[src/rtl/ep0_pkg.sv]
package ep0_pkg;

    localparam int REG_W  = 8;
    localparam int MODE_W = 4;

    typedef enum logic [1:0] {
        SEL_ADDR  = 2'd0,
        SEL_MODE  = 2'd1,
        SEL_COUNT = 2'd2,
        SEL_NONE  = 2'd3
    } reg_sel_e;

    // Bit order matches the register byte: 7 setup, 6 in, 5 out, 4 acked, 3:0 mode
    typedef struct packed {
        logic              setup;
        logic              in_rx;
        logic              out_rx;
        logic              acked;
        logic [MODE_W-1:0] mode;
    } ep0_stat_t;

    typedef struct packed {
        logic setup_start;
        logic ack_start;
        logic in_rx;
        logic out_rx;
        logic acked;
        logic mode_ld;
        logic count_ld;
    } eng_evt_t;

    function automatic logic evt_any(eng_evt_t e);
        return |e;
    endfunction

    // Status after an engine event
    function automatic ep0_stat_t apply_evt(ep0_stat_t cur, eng_evt_t e,
                                            logic [MODE_W-1:0] m);
        ep0_stat_t n;
        n = cur;
        if (e.setup_start) n.setup  = 1'b1;
        if (e.in_rx)       n.in_rx  = 1'b1;
        if (e.out_rx)      n.out_rx = 1'b1;
        if (e.acked)       n.acked  = 1'b1;
        if (e.mode_ld)     n.mode   = m;
        return n;
    endfunction

    // Status after an accepted CPU write: flags drop, setup held in its window
    function automatic ep0_stat_t apply_cpu_write(logic hold_setup,
                                                  logic [MODE_W-1:0] m);
        ep0_stat_t n;
        n.setup  = hold_setup;
        n.in_rx  = 1'b0;
        n.out_rx = 1'b0;
        n.acked  = 1'b0;
        n.mode   = m;
        return n;
    endfunction

endpackage

[src/rtl/ep0_addr_reg.sv]
module ep0_addr_reg #(
    parameter int ADDR_W = 7
) (
    input  logic              clk,
    input  logic              rst,
    input  logic              bus_reset,
    input  logic              wr_en,
    input  logic              wr_enable_bit,
    input  logic [ADDR_W-1:0] wr_addr,
    input  logic [ADDR_W-1:0] tok_addr,
    output logic [ADDR_W-1:0] addr_q,
    output logic              en_q,
    output logic              match
);

    always_ff @(posedge clk) begin
        if (rst || bus_reset) begin
            addr_q <= '0;
            en_q   <= 1'b0;
        end else if (wr_en) begin
            addr_q <= wr_addr;
            en_q   <= wr_enable_bit;
        end
    end

    always_comb begin
        match = en_q && (tok_addr == addr_q);
    end

endmodule

[src/rtl/ep0_lock_ctrl.sv]
module ep0_lock_ctrl (
    input  logic clk,
    input  logic rst,
    input  logic bus_reset,
    input  logic eng_update,
    input  logic unlock_rd,
    output logic lock_q
);

    always_ff @(posedge clk) begin
        if (rst || bus_reset) begin
            lock_q <= 1'b0;
        end else if (eng_update) begin
            lock_q <= 1'b1;
        end else if (unlock_rd) begin
            lock_q <= 1'b0;
        end
    end

endmodule

[src/rtl/ep0_status_reg.sv]
module ep0_status_reg
    import ep0_pkg::*;
(
    input  logic              clk,
    input  logic              rst,
    input  logic              bus_reset,
    input  eng_evt_t          evt,
    input  logic [MODE_W-1:0] eng_mode,
    input  logic              wr_ok,
    input  logic [MODE_W-1:0] wr_mode,
    output ep0_stat_t         stat_q,
    output logic              window_q
);

    ep0_stat_t stat_d;
    logic      window_d;

    always_comb begin
        stat_d   = stat_q;
        window_d = window_q;
        if (evt_any(evt)) begin
            stat_d = apply_evt(stat_q, evt, eng_mode);
            if (evt.setup_start) begin
                window_d = 1'b1;
            end else if (evt.ack_start) begin
                window_d = 1'b0;
            end
        end else if (wr_ok) begin
            stat_d = apply_cpu_write(window_q, wr_mode);
        end
    end

    always_ff @(posedge clk) begin
        if (rst || bus_reset) begin
            stat_q   <= '0;
            window_q <= 1'b0;
        end else begin
            stat_q   <= stat_d;
            window_q <= window_d;
        end
    end

endmodule

[src/rtl/ep0_count_reg.sv]
module ep0_count_reg #(
    parameter int CNT_W = 4
) (
    input  logic             clk,
    input  logic             rst,
    input  logic             bus_reset,
    input  logic             eng_ld,
    input  logic [CNT_W-1:0] eng_val,
    input  logic             wr_ok,
    input  logic [CNT_W-1:0] wr_val,
    output logic [CNT_W-1:0] cnt_q
);

    always_ff @(posedge clk) begin
        if (rst || bus_reset) begin
            cnt_q <= '0;
        end else if (eng_ld) begin
            cnt_q <= eng_val;
        end else if (wr_ok) begin
            cnt_q <= wr_val;
        end
    end

endmodule

[src/rtl/ep0_ctrl_regs.sv]
module ep0_ctrl_regs
    import ep0_pkg::*;
#(
    parameter int ADDR_W = 7,
    parameter int CNT_W  = 4
) (
    input  logic              clk,
    input  logic              rst,
    input  logic              bus_reset,
    input  logic [1:0]        cpu_sel,
    input  logic              cpu_wr,
    input  logic              cpu_rd,
    input  logic [7:0]        cpu_wdata,
    output logic [7:0]        cpu_rdata,
    input  logic              cpu_fifo_wr,
    output logic              fifo_wr_en,
    input  logic              eng_setup_start,
    input  logic              eng_ack_start,
    input  logic              eng_in_rcvd,
    input  logic              eng_out_rcvd,
    input  logic              eng_acked,
    input  logic              eng_mode_ld,
    input  logic [3:0]        eng_mode,
    input  logic              eng_count_ld,
    input  logic [CNT_W-1:0]  eng_count,
    input  logic [ADDR_W-1:0] tok_addr,
    output logic              addr_match
);

    localparam int ADDR_FIELD_W = REG_W - 1;

    reg_sel_e          sel;
    eng_evt_t          evt;
    logic              eng_any;
    logic              lock_q;
    logic              window_q;
    ep0_stat_t         stat_q;
    logic [ADDR_W-1:0] addr_q;
    logic              addr_en_q;
    logic [CNT_W-1:0]  cnt_q;
    logic              wr_addr_ok;
    logic              wr_mode_ok;
    logic              wr_cnt_ok;
    logic              rd_mode;

    always_comb begin
        sel              = reg_sel_e'(cpu_sel);
        evt.setup_start  = eng_setup_start;
        evt.ack_start    = eng_ack_start;
        evt.in_rx        = eng_in_rcvd;
        evt.out_rx       = eng_out_rcvd;
        evt.acked        = eng_acked;
        evt.mode_ld      = eng_mode_ld;
        evt.count_ld     = eng_count_ld;
        eng_any          = evt_any(evt);
        wr_addr_ok       = cpu_wr && (sel == SEL_ADDR);
        wr_mode_ok       = cpu_wr && (sel == SEL_MODE)  && !lock_q && !eng_any;
        wr_cnt_ok        = cpu_wr && (sel == SEL_COUNT) && !lock_q && !eng_any;
        rd_mode          = cpu_rd && (sel == SEL_MODE);
    end

    ep0_addr_reg #(.ADDR_W(ADDR_W)) u_addr (
        .clk           (clk),
        .rst           (rst),
        .bus_reset     (bus_reset),
        .wr_en         (wr_addr_ok),
        .wr_enable_bit (cpu_wdata[REG_W-1]),
        .wr_addr       (cpu_wdata[ADDR_W-1:0]),
        .tok_addr      (tok_addr),
        .addr_q        (addr_q),
        .en_q          (addr_en_q),
        .match         (addr_match)
    );

    ep0_lock_ctrl u_lock (
        .clk        (clk),
        .rst        (rst),
        .bus_reset  (bus_reset),
        .eng_update (eng_any),
        .unlock_rd  (rd_mode),
        .lock_q     (lock_q)
    );

    ep0_status_reg u_stat (
        .clk       (clk),
        .rst       (rst),
        .bus_reset (bus_reset),
        .evt       (evt),
        .eng_mode  (eng_mode),
        .wr_ok     (wr_mode_ok),
        .wr_mode   (cpu_wdata[MODE_W-1:0]),
        .stat_q    (stat_q),
        .window_q  (window_q)
    );

    ep0_count_reg #(.CNT_W(CNT_W)) u_cnt (
        .clk       (clk),
        .rst       (rst),
        .bus_reset (bus_reset),
        .eng_ld    (eng_count_ld),
        .eng_val   (eng_count),
        .wr_ok     (wr_cnt_ok),
        .wr_val    (cpu_wdata[CNT_W-1:0]),
        .cnt_q     (cnt_q)
    );

    always_comb begin
        unique case (sel)
            SEL_ADDR:  cpu_rdata = {addr_en_q, ADDR_FIELD_W'(addr_q)};
            SEL_MODE:  cpu_rdata = stat_q;
            SEL_COUNT: cpu_rdata = REG_W'(cnt_q);
            default:   cpu_rdata = '0;
        endcase
        fifo_wr_en = cpu_fifo_wr && !stat_q.setup;
    end

endmodule

[config.mk]
export PLATFORM = sky130hd
export DESIGN_NAME = ep0_ctrl_regs
export DESIGN_NICKNAME = d
export VERILOG_FILES = /design/src/rtl/ep0_pkg.sv /design/src/rtl/ep0_addr_reg.sv /design/src/rtl/ep0_lock_ctrl.sv /design/src/rtl/ep0_status_reg.sv /design/src/rtl/ep0_count_reg.sv /design/src/rtl/ep0_ctrl_regs.sv
export SDC_FILE = /design/constraint.sdc
export NUM_CORES = 1
export LEC_CHECK = 0
export BUFFER_PORTS_ARGS = -buffer_cell sky130_fd_sc_hd__buf_2
export CAP_MARGIN = 40
export CELL_PAD_IN_SITES_DETAIL_PLACEMENT = 1
export CELL_PAD_IN_SITES_GLOBAL_PLACEMENT = 1
export CORE_UTILIZATION = 36
export CTS_BUF_LIST = sky130_fd_sc_hd__clkbuf_8
export DETAILED_ROUTE_END_ITERATION = 16
export PLACE_DENSITY_LB_ADDON = 0.1
export SLEW_MARGIN = 20
export SYNTH_ARGS = -nofsm -noshare
export SYNTH_HDL_FRONTEND = slang
export SYNTH_SLANG_ARGS = --single-unit
[constraint.sdc]
create_clock -name clk -period 1.6 [get_ports clk]
set_input_delay 0.08 -clock clk [delete_from_list [all_inputs] [get_ports clk]]
set_output_delay 0.08 -clock clk [all_outputs]
set_load 0.05 [all_outputs]
-- Word level (Yosys, flattened, before mapping)
Index checks and enable logic that the tools add are counted.
- flip-flop bits (word level): 22
- input port bits: 38
- word-level logic and storage cells: 58
- eq/ne operators: 8
- multiplexer cells: 14
- reductions and logical operators: 26
- operators with widths (operator ; number):
    one-hot mux 8 bit (3 select lines) ; 1
    two-way mux 8 bit ; 2
    two-way mux 4 bit ; 3
    AND reduction 2 bit ; 6
    logical AND 1 bit ; 10
    != test 2 bit (second input constant) ; 5
    two-way mux 1 bit ; 8
    nonzero test 2 bit ; 4
    == test 7 bit ; 1
    OR reduction 7 bit ; 1
    logical NOT 1 bit ; 3
    == test 2 x 1 -> 1 bit (second input constant) ; 1
    == test 2 bit (second input constant) ; 1
    logical NOT 2 bit ; 1
    logical OR 1 bit ; 1

-- Logic depth before layout (Yosys ltp)
Gate-level depths: netlist (run 1).
- depth in word-level cells: 6
- mapped depth: 4
- gate-level depth less buffers: 3

-- Cells and area by module
From an unflattened synthesis (run 1), not the netlist that was laid out.
- cells, all modules: 137
- area, all modules: 1273.7 um2
- by module, submodules not included (module ; times used ; cells an instance ; area each (um2) ; sequential area each (um2)):
    ep0_status_reg ; 1 ; 50 ; 439.2 ; 180.2
    ep0_addr_reg ; 1 ; 37 ; 372.9 ; 160.2
    ep0_ctrl_regs ; 1 ; 29 ; 222.7 ; 0.0
    ep0_count_reg ; 1 ; 17 ; 193.9 ; 80.1
    ep0_lock_ctrl ; 1 ; 4 ; 45.0 ; 20.0

-- Worst setup path before layout (run 1)
No wires, ideal clock.
- path kind: register to output
- start point: register u_addr.addr_q[0]
- end point: output cpu_rdata[0]
- data arrival time: 1500 ps
- data required time: 1520 ps
- setup slack: 20 ps
- stages on the path, launching flop included: 3
- cell sequence: dfxtp_1 -> mux2i_1 -> o21ai_0
- longest elaborated chain between the ends: 1
- RTL lines (element ; line ; RTL):
    start, declared ; ep0_addr_reg.sv:11 ; output logic [ADDR_W-1:0] addr_q,
    start signal, assigned ; ep0_addr_reg.sv:21 ; addr_q <= wr_addr;
    one-hot mux 8 bit (3 select lines) ; ep0_ctrl_regs.sv:108 ; unique case (sel)
    end, declared ; ep0_ctrl_regs.sv:14 ; output logic [7:0] cpu_rdata,
No other way between the ends.

-- Final worst setup path (run 1)
- start point: register u_lock.lock_q
- end point: register u_cnt.cnt_q[1]
- longest elaborated chain between the ends: 4
- RTL lines (element ; line ; RTL):
    start, declared ; ep0_lock_ctrl.sv:7 ; output logic lock_q
    start signal, assigned ; ep0_lock_ctrl.sv:12 ; lock_q <= 1'b0;
    start signal, assigned ; ep0_lock_ctrl.sv:14 ; lock_q <= 1'b1;
    start signal, assigned ; ep0_lock_ctrl.sv:16 ; lock_q <= 1'b0;
    logical NOT 1 bit ; ep0_ctrl_regs.sv:58 ; wr_cnt_ok = cpu_wr && (sel == SEL_COUNT) && !lock_q && !eng_any;
    logical AND 1 bit (2 in series) ; ep0_ctrl_regs.sv:58 ;
    nonzero test 2 bit (no line) ; n/a ;
    end signal, assigned ; ep0_count_reg.sv:18 ; cnt_q <= eng_val;
    end signal, assigned ; ep0_count_reg.sv:20 ; cnt_q <= wr_val;
    end, declared ; ep0_count_reg.sv:11 ; output logic [CNT_W-1:0] cnt_q
No other way between the ends.
A chain may end at the register's enable or synchronous reset.

==> metrics, run 1 <==
P per Cell Area=778 mW/mm^2; Leakage Power=0.626 nW; Critical Path AT=1590 ps; DR WL/cell=around 16 microns; fmax=roughly 700 MHz; Hold Crit Class=in -> reg; crit share post-route=89.8%; Net Sw Power=0.334 mW; Mapped Cells=between 100 and 150; num rows=20; crit-path max FO=4; Die Width=60.1 microns; fin nets=between 200 and 250; starting density of the core=38.9%; pins over their slew limit=0; Core ar.=0.00313 sq mm; Vias/cell=5.41; number of warnings issued by yosys=0; Final ANT Viol Nets=0; Fin Clk Skew=5.70 ps; Root Driver=clkbuf_8; switching portion of total power=between 20% and 30%; worst slew pin tran=676 ps; num ports=between 40 and 50; Final Hold Vio Count=0; VDD IR max=0.000416 V; Hold Buf Count CTS=0; DP HPWL=2970 microns; setup TNS=0 ps; Req. time, crit path=1750 ps; largest net degree at the start of global routing=18; EDFF count, synth=0; Tmin final=between 1000 and 1500 ps; first-pass detailed-route iteration total=4; CTS Buf Count=3; # setup viols final=0; ys flop type=dfxtp_1; Post-CTS Setup Inserts=0; most numerous cell in the Yosys netlist=dfxtp_1; top cells by count, synth=dfxtp_1, nor2_1, mux2i_1, o21ai_0, a311oi_1; outcome=completed; GRT overflow=0; drt initial violations=21; clk_lat worst skew=roughly 260 ps; CTS tree=yes; vias in the first global route=around 1300; post-CTS sizing=0; Crit. End Element=flip-flop; Gate power share=18.2%; IO Port Bufs=47; Cell variety after synth=32; htree depth=1; sequential fraction of the synthesis area=between 30% and 40%; die area=about 0.0036 sq mm; DR vias=1244; Final GP Congestion=0.751; Avg Cell Area, Syn=~9 sq um; max cap viols=0; area delta synth->final=27.9%; die extent in y=around 60 microns; async set-or-reset flop fraction in the synthesized netlist=0%; CP Launch Type=flip-flop; first-pass GRT wire length=~5900 microns; ant diodes=0; Crit Path Category=reg -> reg; Seq cells post-synth=22; initial antenna violation count=0; post-synth top area cell=dfxtp_1; RSZ-0062 raised after global routing=no; Reg clk slew, reported paths=90 ps; drt drc=0; Post-Syn Nets=177; clock share of power=33.9%; final wirelength=3720 microns; Max clock buf depth=2; sequential power share=47.9%; # clock sinks=22; Int Pwr=about 0.9 mW; worst hold slack=~57 ps; GRT Total Usage=between 20% and 30%; synth top area cells=dfxtp_1, mux2i_1, a311oi_1; Synth top area share=36.2%; mapped cell area=0.00122 sq mm; share of layout cells above drive strength 1=32.3%; Slew Limit Headroom=between 50% and 60%
==> final cells by class <==
class | instances | area [sq um]
inverter | 3 | 11.3
fill | 397 | 1570
multi-input combinational | 105 | 721
clock buffer | 4 | 55.1
tap | 44 | 55.1
timing repair buffer | 52 | 273
sequential | 22 | 440
==> final timing paths <==
path | slack, ps | depth (start not counted) | start | to
setup / recovery | 160 | 3 | u_lock.lock_q | u_cnt.cnt_q[1]
hold / removal | 60 | 3 | cpu_wdata[6] | u_addr.addr_q[6]
setup reg to reg | 160 | 3 | u_lock.lock_q | u_cnt.cnt_q[1]
hold reg to reg | 500 | 2 | u_stat.window_q | u_stat.window_q
==> through the flow <==
stage / power (mW) / worst slack (ps) / cell area [sq um] / util (%) / std cells
2_1_floorplan: 0.714 / 20.0 / 1220 / - / 139
3_3_place_gp: 0.803 / 206 / 1500 / 48.0 / 226
3_5_place_dp: 0.814 / 99.8 / 1500 / 48.0 / 226
4_1_cts: 1.22 / 150 / 1560 / 49.7 / 230
5_1_grt: 1.27 / 84.5 / 1560 / 49.7 / 230
6_report: 1.21 / 164 / 1560 / 49.7 / 230
==> critical path: stages, from the launching register on <==
cell	delay [ps]
dfxtp_1	340
or4bb_1	590
o31ai_1	270
a31oi_1	120
==> per-layer routing <==
layer,wire (microns),GRT usage (%)
met4,76,10.6
met5,0,0
met3,126,3.03
met2,1910,40.0
met1,1610,25.8
==> registers in the layout, indices dropped and copies added (netlist names) <==
name	flops
u_stat.window_q	1
u_addr.en_q	1
u_cnt.cnt_q	4
u_addr.addr_q	7
u_lock.lock_q	1
u_stat.stat_q	8
==> layout by cell type (no fill, tap or decap), drive strengths merged <==
cell type and n:
or4 1, o2111ai 1, dfxtp 22, nor2 18, a31oi 5, a311oi 8, nor4bb 1, nor3b 1
a21oi 1, mux2i 16, or2 1, and3 1, buf 52, xnor2 7, nand4 6, nor4 1
and4bb 1, o311a 1, nor3 4, nor2b 2, inv 3, o21ai 13, nand3 4, a31o 1
o31ai 4, clkbuf 4, nand2 5, or3 1, or4bb 1
==> power groups by stage <==
stage,Sequential (mW),Clock (mW),Combinational [mW]
3_5_place_dp,0.593,0,0.221
3_3_place_gp,0.592,0,0.211
4_1_cts,0.580,0.420,0.222
5_1_grt,0.582,0.449,0.238
6_report,0.580,0.411,0.220
2_1_floorplan,0.587,0,0.127
==> cell families (layout without fill, tap and decap cells) <==
group,count (synthesis),count (layout),share of synthesized area [%]
flip-flops,22,22,36.2
XOR/XNOR,7,7,5.04
AND/OR/NAND/NOR,48,48,22.2
multiplexers,16,16,13.2
AO/OA/AOI/OAI,34,34,18.8
buffers and inverters,12,59,4.53
Note: power is estimated with default switching activity, not from simulation.
==> run 2: changes to the inputs <==
--- a/config.mk
+++ b/config.mk
@@ -5,11 +5,12 @@
 export SDC_FILE = /design/constraint.sdc
 export NUM_CORES = 1
 export LEC_CHECK = 0
+export ABC_AREA = 1
 export BUFFER_PORTS_ARGS = -buffer_cell sky130_fd_sc_hd__buf_2
 export CAP_MARGIN = 40
 export CELL_PAD_IN_SITES_DETAIL_PLACEMENT = 1
 export CELL_PAD_IN_SITES_GLOBAL_PLACEMENT = 1
-export CORE_UTILIZATION = 36
+export CORE_UTILIZATION = 33
 export CTS_BUF_LIST = sky130_fd_sc_hd__clkbuf_8
 export DETAILED_ROUTE_END_ITERATION = 16
 export PLACE_DENSITY_LB_ADDON = 0.1
==> metrics, run 2 <==
Die Width=62.4 microns; post-CTS sizing=0; Regs by FF count=u_stat.stat_q: 8 flops, u_addr.addr_q: 7 flops, u_cnt.cnt_q: 4 flops; # setup viols final=0; VDD IR max=0.000314 V; number of warnings issued by yosys=0; Vias/cell=approximately 4.9; Fillers=480; Post-CTS Setup Inserts=0; area delta synth->final=29.8%; Max clock buf depth=2; commonest non-fill, non-tap cells in the layout=buf_2, nand2_1, inv_1, nor2_1, dfxtp_1; mapped cell area=0.00120 sq mm; outcome=completed; num ports=48; ys flop type=dfxtp_1; Final ANT Viol Nets=0; Req. time, crit path=1520 ps; Mapped Cells=182; Hold Crit Class=in -> reg; fin nets=271; FF/Latch Area=440 sq um; Crit path largest cell delay=between 300 and 400 ps; Root Driver=clkbuf_8; largest net degree at the start of global routing=16; starting density of the core=35.2%; CTS Buf Count=3; most common cell after layout, fill and taps aside=buf_2; setup TNS=0 ps; DP HPWL=3020 microns; share of layout cells above drive strength 1=between 20% and 30%; Final GP Congestion=0.810; synth top area cells=dfxtp_1, nand2_1, inv_1; Cell variety after synth=21; Final Hold Vio Count=0; WP buf/inv=1; DR vias=1352; Leakage Power=0.771 nW; Avg Cell Area, Syn=around 6.6 sq um; area of the multi-input gates=668 sq um; GRT overflow=0; EDFF count, synth=0; clk_lat worst skew=270 ps; GRT Total Usage=about a fifth; post-synth top area cell=dfxtp_1; max FFs per register=8; most numerous cell in the Yosys netlist=nand2_1; worst slew pin tran=332 ps; sequential fraction of the synthesis area=36.6%; # clock sinks=22; post-route total power=1.22 mW; Fin Clk Skew=between 4 and 5 ps; Core ar.=0.00342 sq mm; drt drc=0; delay-heaviest family, CP=simple AND/OR/NAND/NOR gates; htree depth=1; Tmin final=~1400 ps; final wirelength=3640 microns; CP Launch Type=flip-flop; CTS tree=yes; pins over their slew limit=0; P per Cell Area=780 mW/mm^2; slowest CP cell=dfxtp_1; drt initial violations=40; Synth top area share=36.6%; crit-path max FO=3; Critical Path AT=around 1400 ps; die area=0.00389 sq mm; Hold Buf Count CTS=0; vias in the first global route=about 1400; Slew Limit Headroom=between 70 and 80%; Crit Path Category=reg -> out; max cap viols=0; IO Port Bufs=47; Most flops, register=u_stat.stat_q; DR WL/cell=13.1 microns; Crit. End Element=primary output; crit path cell chain=or2_2 > nand2_1 > nand4_1 > nor3_2 > buf_6; num rows=21; RSZ-0062 raised after global routing=no; initial antenna violation count=0; Post-Syn Nets=220; fmax=694 MHz; first-pass GRT wire length=6120 microns; first-pass detailed-route iteration total=4; Reg clk slew, reported paths=80 ps; crit share post-route=roughly 90%; top cells by count, synth=nand2_1, inv_1, nor2_1, dfxtp_1, o21ai_0; ant diodes=0; async set-or-reset flop fraction in the synthesized netlist=0%; die extent in y=62.4 microns; Seq cells post-synth=22
run 2: cell types whose count changed after synthesis, sizes merged, moves of 9 or more:
| cell | previous run | this run |
|---|---|---|
| inv | 3 | 23 |
| mux2i | 16 | 0 |
| nand2 | 5 | 49 |
| nand3 | 4 | 13 |
| a21oi | 1 | 15 |
run 2: layout make-up:
class,count,share of cell area (%)
inverters,24,5.77
flip-flops and latches,22,28.2
clock buffers,4,3.53
repair buffers,48,16.0
multi-input cells,134,42.8
well taps,46,3.69
run 2: power breakdown:
group          switching (mW)  internal (mW)
Sequential            0.00989          0.567
Clock                   0.200          0.220
Combinational           0.139         0.0811
run 2: worst min-delay path: stages:
cell	delay, ps
buf_2	90
nor2_1	40
nor2_1	80
run 2: per-layer routing:
layer	global-route usage (%)	vias up	share of wire (%)
met5	0	-	0
met4	6.98	0	1.5
met3	2.57	5	3.8
met2	35.7	34	48
met1	24.8	627	47
li1	-	686	-
run 2: kinds of logic after synthesis:
| kind of cell | count (synthesis) | share of synthesized area, % |
|---|---|---|
| AO/OA/AOI/OAI | 36 | 16.1 |
| XOR/XNOR | 5 | 3.64 |
| buffers and inverters | 26 | 8.22 |
| flip-flops | 22 | 36.6 |
| AND/OR/NAND/NOR | 93 | 35.4 |
run 2: worst paths after layout:
path	startpoint	to	slack (ps)	cells after the start
worst max-delay path	u_addr.addr_q[6]	addr_match	160	5
worst min-delay path	eng_acked	u_stat.stat_q[4]	40	3
worst min register to register	u_lock.lock_q	u_lock.lock_q	470	2
worst max register to register	u_lock.lock_q	u_stat.stat_q[1]	540	6
run 2: per-stage QoR:
stage / instances / setup slack (ps) / hold slack (ps) / instance area, sq um / utilization, %
2_1_floorplan: 182 / 13.0 / 209 / 1210 / -
3_3_place_gp: 274 / 386 / 315 / 1500 / 43.9
3_5_place_dp: 274 / 315 / 326 / 1500 / 43.9
4_1_cts: 278 / 27.9 / 36.8 / 1550 / 45.5
5_1_grt: 278 / 66.3 / 47.6 / 1560 / 45.7
6_report: 278 / 158 / 36.0 / 1560 / 45.7
==> run 3: changes to the inputs <==
--- a/config.mk
+++ b/config.mk
@@ -13,7 +13,7 @@
 export CORE_UTILIZATION = 33
 export CTS_BUF_LIST = sky130_fd_sc_hd__clkbuf_8
 export DETAILED_ROUTE_END_ITERATION = 16
-export PLACE_DENSITY_LB_ADDON = 0.1
+export PLACE_DENSITY = 0.76
 export SLEW_MARGIN = 20
 export SYNTH_ARGS = -nofsm -noshare
 export SYNTH_HDL_FRONTEND = slang
==> constraint.sdc (replaced) <==
create_clock -name clk -period 1.6 [get_ports clk]
set_input_delay 0.4 -clock clk [delete_from_list [all_inputs] [get_ports clk]]
set_output_delay 0.4 -clock clk [all_outputs]
set_load 0.05 [all_outputs]
==> metrics, run 3 (synthesized netlist as in run 2, its figures left out) <==
clk_lat worst skew=260 ps; Final Hold Vio Count=0; # clock sinks=22; starting density of the core=35.2%; Vias/cell=4.80; num ports=48; Fillers=around 470; Regs by FF count=u_stat.stat_q: 8 flops, u_addr.addr_q: 7 flops, u_cnt.cnt_q: 4 flops; GRT overflow=0; Post-CTS Setup Inserts=0; reg2reg end=u_stat.stat_q[3]; pins over their slew limit=0; DR WL/cell=13.7 microns; GRT Total Usage=21.2%; Int Pwr=0.846 mW; CTS tree=yes; IO Port Bufs=47; outcome=finished with violations; drt initial violations=26; num rows=21; htree depth=1; switching portion of total power=between 20% and 30%; crit-path max FO=2; Slew Limit Headroom=77.1%; final wirelength=between 3000 and 4000 microns; most common cell after layout, fill and taps aside=nand2_1; first-pass GRT wire length=6410 microns; post-route worst setup slack=-73.1 ps; RSZ-0062 raised after global routing=yes; setup slack, reg-to-reg=500 ps; Worst R2R Start=u_lock.lock_q; Req. time, crit path=1200 ps; failing checks=setup timing; commonest non-fill, non-tap cells in the layout=nand2_1, buf_2, nor2_1; Worst setup startpoint=u_addr.addr_q[6]; Final ANT Viol Nets=0; Net Sw Power=0.347 mW; die extent in y=62.4 microns; area delta synth->final=44.3%; fin nets=277; max FFs per register=8; Gate power share=22.5%; VDD IR max=0.000230 V; crit path to=addr_match; initial antenna violation count=0; vias in the first global route=between 1000 and 1500; number of cells on the worst reg-to-reg path=6; share of layout cells above drive strength 1=36.3%; DR vias=1358; worst slew pin tran=342 ps; Critical Path AT=1270 ps; CP Launch Type=flip-flop; Crit. End Element=primary output; sequential power share=48.4%; Final GP Congestion=0.853; DP HPWL=3090 microns; drt drc=0; Die Width=62.4 microns; Tmin final=1670 ps; die area=roughly 0.0039 sq mm; Crit Path Category=reg -> out; Leakage Power=0.820 nW; first-pass detailed-route iteration total=4; post-route total power=1.19 mW; ant diodes=0; fmax=598 MHz; Root Driver=clkbuf_8; Hold Crit Class=in -> reg; crit share post-route=105%; worst slack at placement=-135 ps; Core ar.=0.00342 sq mm; Most flops, register=u_stat.stat_q; clock share of power=29.1%; max cap viols=0; Max clock buf depth=2; largest net degree at the start of global routing=16; Reg clk slew, reported paths=70 ps; CTS Buf Count=3; # setup viols final=1; P per Cell Area=687 mW/mm^2; Fin Clk Skew=3.21 ps
==> run 3: cell count changes in the layout (fill, tap and decap cells not counted), moves of 4 or more <==
| cell | previous run | this run |
|---|---|---|
| buf_2 | 46 | 38 |
| buf_4 | 1 | 7 |
| buf_6 | 1 | 7 |
| dfxtp_1 | 22 | 18 |
| dfxtp_2 | 0 | 4 |
| inv_1 | 23 | 19 |
| nand2_1 | 44 | 40 |
==> run 3: power by group through the flow <==
stage          sequential [mW]  clock (mW)  combinational, mW
6_report                 0.577       0.348              0.268
5_1_grt                  0.580       0.381              0.295
4_1_cts                  0.577       0.356              0.258
3_5_place_dp             0.590           0              0.248
3_3_place_gp             0.589           0              0.239
2_1_floorplan            0.586           0              0.139
==> run 3: through the flow <==
stage                     cells  util (%)  hold WS [ps]  instance area, sq um  setup TNS (ps)
after floorplan             182         -           439                  1260           -1140
after global placement      280      47.1           449                  1610            -347
after detailed placement    280      47.1           462                  1610            -663
after CTS                   283      49.4           381                  1690           -68.0
after global routing        283      50.8           396                  1740            -167
final                       283      50.8           375                  1740           -73.1
==> run 3: repair_timing <==
| item | in CTS | in global routing |
|---|---|---|
| setup endpoints to repair | 8 | 8 |
| hold buffers | 0 | 0 |
| pin swaps | 6 | 4 |
| resized for setup | 14 | 21 |
==> run 3: worst max-delay path, stage by stage (launching register included) <==
cell	delay [ps]
dfxtp_2	320
or2_4	220
nand2_2	60
nand4_1	90
nor3_2	150
buf_6	180
==> run 3: how the worst min path moves through the flow <==
stage               cells past startpoint            start  slack [ps]               end
global placement                        2  u_stat.window_q         450   u_stat.window_q
floorplan                               2  u_stat.window_q         440   u_stat.window_q
CTS                                     3      eng_in_rcvd         380  u_stat.stat_q[6]
finish                                  3      eng_in_rcvd         380  u_stat.stat_q[6]
detailed placement                      2  u_stat.window_q         460   u_stat.window_q
global route                            3     eng_out_rcvd         400  u_stat.stat_q[5]
==> run 3: final cells by class <==
class	instances	area, sq um	share of cell area, %
multi-input combinational	134	728	42.0
sequential	22	445	25.7
timing repair buffer	54	357	20.5
inverter	24	106	6.13
tap	46	57.6	3.32
clock buffer	3	41.3	2.38
==> run 3: metal layers <==
metal | track usage, % | vias up | routed length [microns]
met5 | 0 | - | 0
met4 | 6.98 | 0 | 36
met3 | 2.39 | 5 | 172
met2 | 38.0 | 45 | 1970
met1 | 26.3 | 613 | 1680
li1 | - | 695 | -
